$ cat config.mk
export PLATFORM = sky130hd
export DESIGN_NAME = usb_irq_status_top
export DESIGN_NICKNAME = d
export VERILOG_FILES = /design/src/rtl/usb_irq_pkg.sv /design/src/rtl/usb_idle_timer.sv /design/src/rtl/usb_tok_queue.sv /design/src/rtl/usb_irq_flags.sv /design/src/rtl/usb_irq_status_top.sv
export SDC_FILE = /design/constraint.sdc
export NUM_CORES = 1
export LEC_CHECK = 0
export BUFFER_PORTS_ARGS = -buffer_cell sky130_fd_sc_hd__buf_2
export CAP_MARGIN = 10
export CORE_AREA = 2 2 68 83
export CTS_CLUSTER_SIZE = 14
export DETAILED_ROUTE_END_ITERATION = 12
export DIE_AREA = 0 0 70 85
export PLACE_DENSITY_LB_ADDON = 0.12
export SYNTH_ARGS = -nofsm -noshare
export SYNTH_HDL_FRONTEND = slang
export SYNTH_SLANG_ARGS = --single-unit
export TNS_END_PERCENT = 100
$ cat constraint.sdc
create_clock -name clk -period 2 [get_ports clk]
set_clock_uncertainty 0.15 [all_clocks]
set_input_delay 0.3 -clock clk [delete_from_list [all_inputs] [get_ports clk]]
set_output_delay 0.3 -clock clk [all_outputs]
set_load 0.005 [all_outputs]
$ cat src/rtl/usb_irq_pkg.sv
package usb_irq_pkg;
    localparam int NFLAGS   = 8;
    localparam int B_BUSRST = 0;
    localparam int B_ERROR  = 1;
    localparam int B_SOF    = 2;
    localparam int B_TOKDNE = 3;
    localparam int B_SLEEP  = 4;
    localparam int B_RESUME = 5;
    localparam int B_ATTACH = 6;
    localparam int B_STALL  = 7;

    typedef logic [NFLAGS-1:0] flags_t;

    typedef enum logic {
        SEL_FLAGS = 1'b0,
        SEL_MASK  = 1'b1
    } reg_sel_e;

    // Packed MSB-first so the struct lines up with the flag bit positions.
    typedef struct packed {
        logic stall;
        logic attach;
        logic resume;
        logic sleep;
        logic tokdne;
        logic sof;
        logic error;
        logic busrst;
    } ev_vec_t;

    function automatic logic sticky_next(logic q, logic clr, logic set);
        return (q & ~clr) | set;
    endfunction
endpackage

$ cat src/rtl/usb_idle_timer.sv
module usb_idle_timer #(
    parameter int CLK_HZ  = 48_000_000,
    parameter int IDLE_MS = 3
) (
    input  logic clk,
    input  logic rst,
    input  logic bus_active,
    output logic idle_pulse
);
    localparam longint TICKS_L = (longint'(CLK_HZ) * IDLE_MS) / 1000;
    localparam int     TICKS   = (TICKS_L < 2) ? 2 : int'(TICKS_L);
    localparam int     CW      = $clog2(TICKS + 1);
    localparam logic [CW-1:0] LAST = CW'(TICKS - 1);

    logic [CW-1:0] cnt;
    logic          armed;
    logic          at_last;

    assign at_last = (cnt == LAST);

    always_ff @(posedge clk) begin
        if (rst) begin
            cnt        <= '0;
            armed      <= 1'b1;
            idle_pulse <= 1'b0;
        end else if (bus_active) begin
            cnt        <= '0;
            armed      <= 1'b1;
            idle_pulse <= 1'b0;
        end else begin
            if (!at_last) cnt <= cnt + 1'b1;
            idle_pulse <= armed & at_last;
            if (at_last) armed <= 1'b0;
        end
    end

    AST_SLEEP_ONE_SHOT: assert property (@(posedge clk) disable iff (rst)
        idle_pulse |=> !idle_pulse);
    AST_SLEEP_NEEDS_IDLE: assert property (@(posedge clk) disable iff (rst)
        bus_active |=> !idle_pulse);
endmodule

$ cat src/rtl/usb_tok_queue.sv
module usb_tok_queue #(
    parameter int TOK_W = 8
) (
    input  logic             clk,
    input  logic             rst,
    input  logic             tok_done,
    input  logic [TOK_W-1:0] tok_info,
    input  logic             clr_req,
    output logic             done_flag,
    output logic [TOK_W-1:0] stat,
    output logic             ovf
);
    logic [TOK_W-1:0] hold;
    logic             hold_v;
    logic             clr_eff;

    assign clr_eff = clr_req & done_flag;
    assign ovf     = tok_done & done_flag & hold_v & ~clr_eff;

    always_ff @(posedge clk) begin
        if (rst) begin
            done_flag <= 1'b0;
            stat      <= '0;
            hold      <= '0;
            hold_v    <= 1'b0;
        end else if (clr_eff) begin
            if (hold_v) begin
                stat <= hold;
                if (tok_done) hold <= tok_info;
                else          hold_v <= 1'b0;
            end else if (tok_done) begin
                stat <= tok_info;
            end else begin
                stat      <= '0;
                done_flag <= 1'b0;
            end
        end else if (tok_done) begin
            if (!done_flag) begin
                stat      <= tok_info;
                done_flag <= 1'b1;
            end else if (!hold_v) begin
                hold   <= tok_info;
                hold_v <= 1'b1;
            end
        end
    end

    AST_HOLD_NEEDS_FLAG: assert property (@(posedge clk) disable iff (rst)
        hold_v |-> done_flag);
    AST_NO_OVERFLOW: assert property (@(posedge clk) disable iff (rst)
        ovf |=> $stable(hold) && $stable(stat));
endmodule

$ cat src/rtl/usb_irq_flags.sv
module usb_irq_flags
    import usb_irq_pkg::*;
(
    input  logic    clk,
    input  logic    rst,
    input  ev_vec_t set_ev,
    input  flags_t  clr,
    input  logic    tokdne,
    output flags_t  q
);
    logic [NFLAGS-1:0] set_v;
    assign set_v = set_ev;

    for (genvar i = 0; i < NFLAGS; i++) begin : g_bit
        if (i == B_TOKDNE) begin : g_ext
            assign q[i] = tokdne;
        end else begin : g_sticky
            always_ff @(posedge clk) begin
                if (rst) q[i] <= 1'b0;
                else     q[i] <= sticky_next(q[i], clr[i], set_v[i]);
            end

            AST_W1C_ONLY: assert property (@(posedge clk) disable iff (rst)
                (q[i] && !clr[i]) |=> q[i]);
            AST_SET_WINS: assert property (@(posedge clk) disable iff (rst)
                (set_v[i] && clr[i]) |=> q[i]);
        end
    end
endmodule

$ cat src/rtl/usb_irq_status_top.sv
module usb_irq_status_top
    import usb_irq_pkg::*;
#(
    parameter int CLK_HZ  = 48_000_000,
    parameter int IDLE_MS = 3,
    parameter int TOK_W   = 8
) (
    input  logic             clk,
    input  logic             rst,
    input  logic             reg_wr,
    input  logic             reg_sel,
    input  logic [7:0]       reg_wdata,
    output logic [7:0]       reg_rdata,
    input  logic             ev_stall,
    input  logic             ev_attach,
    input  logic             ev_resume,
    input  logic             ev_sof,
    input  logic             ev_error,
    input  logic             ev_busrst,
    input  logic             host_mode,
    input  logic             bus_active,
    input  logic             tok_done,
    input  logic [TOK_W-1:0] tok_info,
    input  logic             otg_irq,
    output logic [TOK_W-1:0] tok_stat,
    output logic             tok_ovf,
    output logic             irq
);
    flags_t  flags;
    flags_t  mask;
    flags_t  clr;
    ev_vec_t ev;
    logic    idle_pulse;
    logic    tokdne;
    logic    wr_flags;
    logic    wr_mask;

    assign wr_flags = reg_wr & (reg_sel_e'(reg_sel) == SEL_FLAGS);
    assign wr_mask  = reg_wr & (reg_sel_e'(reg_sel) == SEL_MASK);
    assign clr      = wr_flags ? reg_wdata : '0;

    always_comb begin
        ev        = '0;
        ev.stall  = ev_stall;
        ev.attach = ev_attach & host_mode;
        ev.resume = ev_resume;
        ev.sleep  = idle_pulse;
        ev.sof    = ev_sof;
        ev.error  = ev_error;
        ev.busrst = ev_busrst;
    end

    always_ff @(posedge clk) begin
        if (rst)          mask <= '0;
        else if (wr_mask) mask <= reg_wdata;
    end

    usb_idle_timer #(.CLK_HZ(CLK_HZ), .IDLE_MS(IDLE_MS)) u_idle (
        .clk(clk), .rst(rst), .bus_active(bus_active), .idle_pulse(idle_pulse)
    );

    usb_tok_queue #(.TOK_W(TOK_W)) u_tok (
        .clk(clk), .rst(rst), .tok_done(tok_done), .tok_info(tok_info),
        .clr_req(clr[B_TOKDNE]), .done_flag(tokdne), .stat(tok_stat), .ovf(tok_ovf)
    );

    usb_irq_flags u_flags (
        .clk(clk), .rst(rst), .set_ev(ev), .clr(clr), .tokdne(tokdne), .q(flags)
    );

    assign irq       = otg_irq | (|(flags & mask));
    assign reg_rdata = (reg_sel_e'(reg_sel) == SEL_MASK) ? mask : flags;

    AST_ATTACH_HOST: assert property (@(posedge clk) disable iff (rst)
        (!host_mode && !flags[B_ATTACH]) |=> !flags[B_ATTACH]);
    AST_OTG_PASS: assert property (@(posedge clk) disable iff (rst)
        otg_irq |-> irq);
endmodule

==> out/qor.txt, run 1 <==
# DRC - 0
First-pass GRT wire length - 9.47 mm
Fmax - 530 MHz
Post-Route WL - 5.47 mm
Minimum clock period - 1.89 ns
Pwr dens - 698 nW/um^2
Synth async-reset ratio - 0%
Fraction of layout cells with a size suffix above 1 - 25.8%
Post-CTS sizing - 0
Actual slew at the worst max-slew pin - 0.735 ns
P_sw - 0.000480 W
Simple-gate share of the synthesized area - 24.8%
Slew headroom - 51.0%
Total CTS buffers - 5
Root buffer cell - clkbuf_8
Final Wtd Congestion - 0.810
Core box area - 5150 sq um
All-layer global routing usage - 19.4%
I/O Buffers - 47
Hold Fails Final Rpt - 0
Slowest CP cell - dfxtp_1
Clock power share - 30.5%
Most frequent cells after synthesis - dfxtp_1, a21oi_1, nand2_1
Worst Setup Start Kind - register
Worst path cell trace - ha_1, and4_4, nand2_1, or3_1, a221oi_2
Die Y - 85 um
Worst Setup End Kind - register
CTS Hold Bufs - 0
Vias/cell - 5.57
Synth Area in XOR/XNOR - 2.13%
Syn. warnings - 0
Tcrit/Tclk final - 94.4%
Avg Cell Area, Syn - 8.93 sq um
Number of DRC markers in iteration 0 - 126
Fillers - 517
Worst Hold End - u_flags.q[7]
Placed cell area - 2730 sq um
Main combinational cell family by area after synthesis - simple AND/OR/NAND/NOR gates
Complex-gate fraction of the synthesized area - 18.8%
Row cnt - 29
Worst Setup Slack, final - 0.113 ns
Switching share of power - 24.4%
Internal Pwr Total - 0.00149 W
Hold_sp - ev_stall
Routed Antenna Nets - 0
Multi-input combinational cell area - 1280 sq um
Post-Syn Nets - 307
Vias after detailed routing - 2,139
Sequential area share after synthesis - 43.1%
Hold_ws - 0.0528 ns
CTS max path bufs - 2
Die width - 70 um
Share of the synthesized area in the top cell type - 43.1%
RR Endpoint - u_idle.cnt[16]
Cell accounting for the most synthesized area - dfxtp_1
H-tree levels - 2
Ant diodes - 0
R2R depth - 5
Cells after Synth - 276
Initial core utilization - 47.8%
TNS Setup - 0 ns
RSZ-0062 raised after global routing - no
Ports - 48
Most frequent cell after synthesis - dfxtp_1
Worst skew pair latency - 0.30 ns
EDFF count, synth - 0
Crit path max fanout - 8
Synth area leaders - dfxtp_1, a21oi_1, nand3_1, mux2_2, nand2_1
Worst path required time - 2.07 ns
Final net count - 353
Top FF cell, synth - dfxtp_1
# Post-CTS Setup Buffers - 0
R2r setup slk - 0.11 ns
Final Max Tran Viols - 0
First-pass detailed-route iteration total - 4
Netlist Area Pre-Place - 2460 sq um
CTS tree - built
Multiplexer share of the synthesized area - 5.74%
Vias in the first global route - 2,092
Clock slew at the register clock pins of the worst setup and hold paths - 0.09 ns
Unique masters post-synth - 50
Wire per inst - 14.2 um
Grt ovf - 0
Outcome - completed
Max-cap violations - 0
Final instance area - 2820 sq um
Total clock sinks - 53
Storage cell area - 1060 sq um
Synth Register Bits - 53
Min-delay worst type - input port to register
Critical R2R Launch - u_idle.cnt[0]
Setup violators final - 0
Kind of critical path - register to register
Initial antenna violation count - 0
VDD IR max - 0.488 mV
Area growth from synthesis to layout - 14.4%
Leak - 1.11 nW
Adder-Cell Fraction of Synth Area - 0.508%
Pre-CTS WS - 0.135 ns
Combinational Power Share - 12.2%
Die area - 5950 sq um
Slowest cell delay on critical path - 0.44 ns
Pin count of the biggest net entering global routing - 37
Post-DP HPWL - 3.84 mm
WHS Path Cells - 3
Arr. time, crit path - 1.96 ns
Seq pwr share - 57.3%
## worst max-delay path, delay by kind of cell (launching register included)
kind                       cells  cell delay, ns
AOI/OAI and AO/OA              1            0.26
adders and majority gates      1            0.24
DFF                            1            0.44
and+or+nand+nor                3            0.72
## sequential cells by signal (all words and copies together) (netlist names)
| name | count |
|---|---|
| u_tok.hold_v | 1 |
| u_idle.idle_pulse | 1 |
| u_tok.done_flag | 1 |
| mask | 8 |
| u_flags.q | 7 |
| u_tok.stat | 8 |
| u_idle.armed | 1 |
| u_idle.cnt | 18 |
| u_tok.hold | 8 |
## final cells by class
class / instances / share of cell area [%]
Multi-Input combinational cell: 204 / 45.5
Timing Repair Buffer: 56 / 10.7
Sequential cell: 53 / 37.6
Tap cell: 62 / 2.75
Clock buffer: 7 / 3.06
Inverter: 2 / 0.266
## cell families (layout without fill, tap and decap cells)
group	after synthesis	in the layout
simple gates	111	111
compound gates	73	73
flops	53	53
buf+inv	19	65
mux	13	13
xor+xnor	6	6
fa+ha+maj	1	1
## placed cells by master, fill, tap and decap left out, drive strengths merged, types with 4 or more instances in the layout
cell and n:
buf 56, dfxtp 53, a21oi 28, nand2 28, nand3 23, o21ai 16
nor2 14, nor3 10, a221oi 10, mux2 9, nor2b 9, clkbuf 7
and3 6, xor2 5, or3 5, a31oi 5, a211oi 4, mux2i 4
nand4 4
## how the worst max path moves through the flow
stage	startpoint	end	slack, ns	cells past startpoint
6_report	u_idle.cnt[0]	u_idle.cnt[16]	0.11	5
5_1_grt	u_idle.cnt[0]	u_idle.cnt[16]	0.01	5
4_1_cts	u_idle.cnt[0]	u_idle.cnt[16]	0.12	5
3_5_place_dp	u_idle.cnt[0]	u_idle.cnt[16]	0.14	5
3_3_place_gp	u_idle.cnt[0]	u_idle.cnt[16]	0.17	5
2_1_floorplan	u_idle.cnt[0]	u_idle.cnt[11]	0.14	7
## power by group through the flow
stage	Combinational (W)	Clock (W)	Sequential, W
after floorplan	0.000148	0	0.00114
final	0.000241	0.000600	0.00113
after detailed placement	0.000243	0	0.00115
after CTS	0.000244	0.000615	0.00113
after global routing	0.000272	0.000661	0.00113
after global placement	0.000239	0	0.00115
## routing by layer
layer  up-vias  global-route usage [%]  wire, um
li1       1108                       -         -
met1       984                    25.1      2520
met2        40                    32.9      2640
met3         7                    3.68       218
met4         0                    6.12        80
met5         -                       0         0
## metrics by stage
step / total power (W) / instances / util, %
4_1_cts: 0.00199 / 384 / 54.7
2_1_floorplan: 0.00129 / 276 / -
6_report: 0.00197 / 384 / 54.7
5_1_grt: 0.00207 / 384 / 54.7
3_3_place_gp: 0.00139 / 377 / 53.0
3_5_place_dp: 0.00139 / 377 / 53.0
(Power assumes the default switching activity.)
==> run 2: changes to the inputs <==
--- a/config.mk
+++ b/config.mk
@@ -7,10 +7,10 @@
 export LEC_CHECK = 0
 export BUFFER_PORTS_ARGS = -buffer_cell sky130_fd_sc_hd__buf_2
 export CAP_MARGIN = 10
-export CORE_AREA = 2 2 68 83
+export CORE_AREA = 2 2 74 76
 export CTS_CLUSTER_SIZE = 14
 export DETAILED_ROUTE_END_ITERATION = 12
-export DIE_AREA = 0 0 70 85
+export DIE_AREA = 0 0 76 78
 export PLACE_DENSITY_LB_ADDON = 0.12
 export SYNTH_ARGS = -nofsm -noshare
 export SYNTH_HDL_FRONTEND = slang
==> run 2 against run 1 <==
Compared with the run above: sequential power barely moved; sequential cell count did not move; largest power group unchanged; final area rose by 2.4%; first-iteration DRC count fell by 32%; non-clock buffer count rose by 1; combinational power barely moved; register-to-register slack improved by 0.03 ns; die area fell by 0.37%; via count rose by 1.3%; critical endpoint is now irq.
==> out/qor.txt, run 2 (synthesis results as in run 1) <==
Outcome - completed
Clock slew at the register clock pins of the worst setup and hold paths - 0.09 ns
H-tree levels - 2
# Post-CTS Setup Buffers - 0
Fraction of layout cells with a size suffix above 1 - 27.2%
CTS Hold Bufs - 0
Die width - 76 um
Slowest CP cell - dfxtp_1
Root buffer cell - clkbuf_8
Worst Setup Slack, final - 0.147 ns
Slowest cell delay on critical path - 0.33 ns
Commonest cells after routing, fill and taps aside - dfxtp_1, buf_2, a21oi_1
TNS Setup - 0 ns
VDD IR max - 0.449 mV
Vias/cell - 5.50
Total clock sinks - 53
# DRC - 0
Ant diodes - 0
Slew headroom - 75.1%
Hold_sp - ev_sof
Pin count of the biggest net entering global routing - 23
Row cnt - 26
Fillers - 453
Arr. time, crit path - 1.40 ns
RSZ-0062 raised after global routing - no
Max-cap violations - 0
Total CTS buffers - 5
Vias after detailed routing - 2,167
Fmax - 540 MHz
Setup crit start - u_flags.q[1]
Worst Setup Start Kind - register
Min-delay worst type - input port to register
Vias in the first global route - 1,984
Post-DP HPWL - 3.85 mm
Hold Fails Final Rpt - 0
Worst Setup End Kind - output port
Leak - 1.14 nW
Wire per inst - 14.0 um
Final Wtd Congestion - 0.836
Commonest non-fill, non-tap cell in the layout - dfxtp_1
Core box area - 5040 sq um
Routed Antenna Nets - 0
Minimum clock period - 1.85 ns
Largest register FFs - 18
All-layer global routing usage - 18.9%
Critical R2R Launch - u_idle.cnt[0]
Initial core utilization - 48.9%
Post-Route WL - 5.50 mm
First-pass detailed-route iteration total - 4
Tcrit/Tclk final - 92.6%
Worst path required time - 1.55 ns
Grt ovf - 0
Crit path max fanout - 3
CTS max path bufs - 2
Ports - 48
Post-CTS sizing - 0
Final Max Tran Viols - 0
CTS tree - built
First-pass GRT wire length - 9.14 mm
Actual slew at the worst max-slew pin - 0.373 ns
Biggest register - u_idle.cnt
Pre-CTS WS - 0.111 ns
Final net count - 354
Multi-input combinational cell area - 1280 sq um
Worst skew pair latency - 0.31 ns
Die area - 5930 sq um
Pwr dens - 772 nW/um^2
Kind of critical path - register to output port
Number of DRC markers in iteration 0 - 86
Area growth from synthesis to layout - 17.1%
Storage cell area - 1060 sq um
Die Y - 78 um
Setup violators final - 0
I/O Buffers - 47
Initial antenna violation count - 0
Worst path cell trace - a22o_1, a221oi_1, nand3_1, buf_2
run 2: cell types whose count changed in the layout (fill, tap and decap cells not counted):
cell / change
dfxtp_2: +2
clkbuf_8: -1
and2_4: -1
and2_2: +1
clkbuf_1: -1
bufinv_16: +2
dfxtp_1: -2
buf_4: +1
clkinv_2: +1
run 2: worst paths after layout:
check	end	slack (ns)	depth (start not counted)
setup / recovery	irq	0.15	4
hold / removal	u_flags.q[2]	0.05	3
setup reg to reg	u_idle.cnt[16]	0.15	5
hold reg to reg	u_idle.idle_pulse	0.29	2
run 2: per-stage QoR:
stage | std cells | area [sq um] | power, W | utilization (%) | hold slack [ns]
after global routing | 394 | 2890 | 0.00232 | 57.2 | 0.0499
after global placement | 386 | 2750 | 0.00139 | 54.5 | 0.274
after CTS | 394 | 2880 | 0.00225 | 57.2 | 0.0421
after detailed placement | 386 | 2750 | 0.00139 | 54.5 | 0.275
final | 394 | 2890 | 0.00223 | 57.2 | 0.0478
after floorplan | 276 | 2460 | 0.00129 | - | 0.260
run 2: area by class of cell:
| class | instances | share of cell area (%) |
|---|---|---|
| Multi-Input combinational cell | 204 | 44.4 |
| Sequential cell | 53 | 36.9 |
| Timing Repair Buffer | 57 | 10.8 |
| Tap cell | 70 | 3.04 |
| Clock buffer | 5 | 2.39 |
| Clock inverter | 3 | 2.25 |
| Inverter | 2 | 0.260 |
run 2: worst max-delay path, delay by kind of cell, from the launching register on:
kind	cells	cell delay [ns]
DFF	1	0.33
AOI/OAI and AO/OA	2	0.50
and+or+nand+nor	1	0.12
buffers and inverters	1	0.14
run 2: power by group:
group          total, W  internal [W]  switching (W)
registers       0.00113       0.00110      0.0000326
clock network  0.000860      0.000497       0.000363
logic          0.000238      0.000115       0.000123
run 2: routing by layer:
layer	vias up	wire length (um)	track usage (%)
met1	992	2660	25.2
met2	59	2550	29.9
met5	-	0	0
met4	0	57	6.36
met3	7	234	4.88
li1	1109	-	-
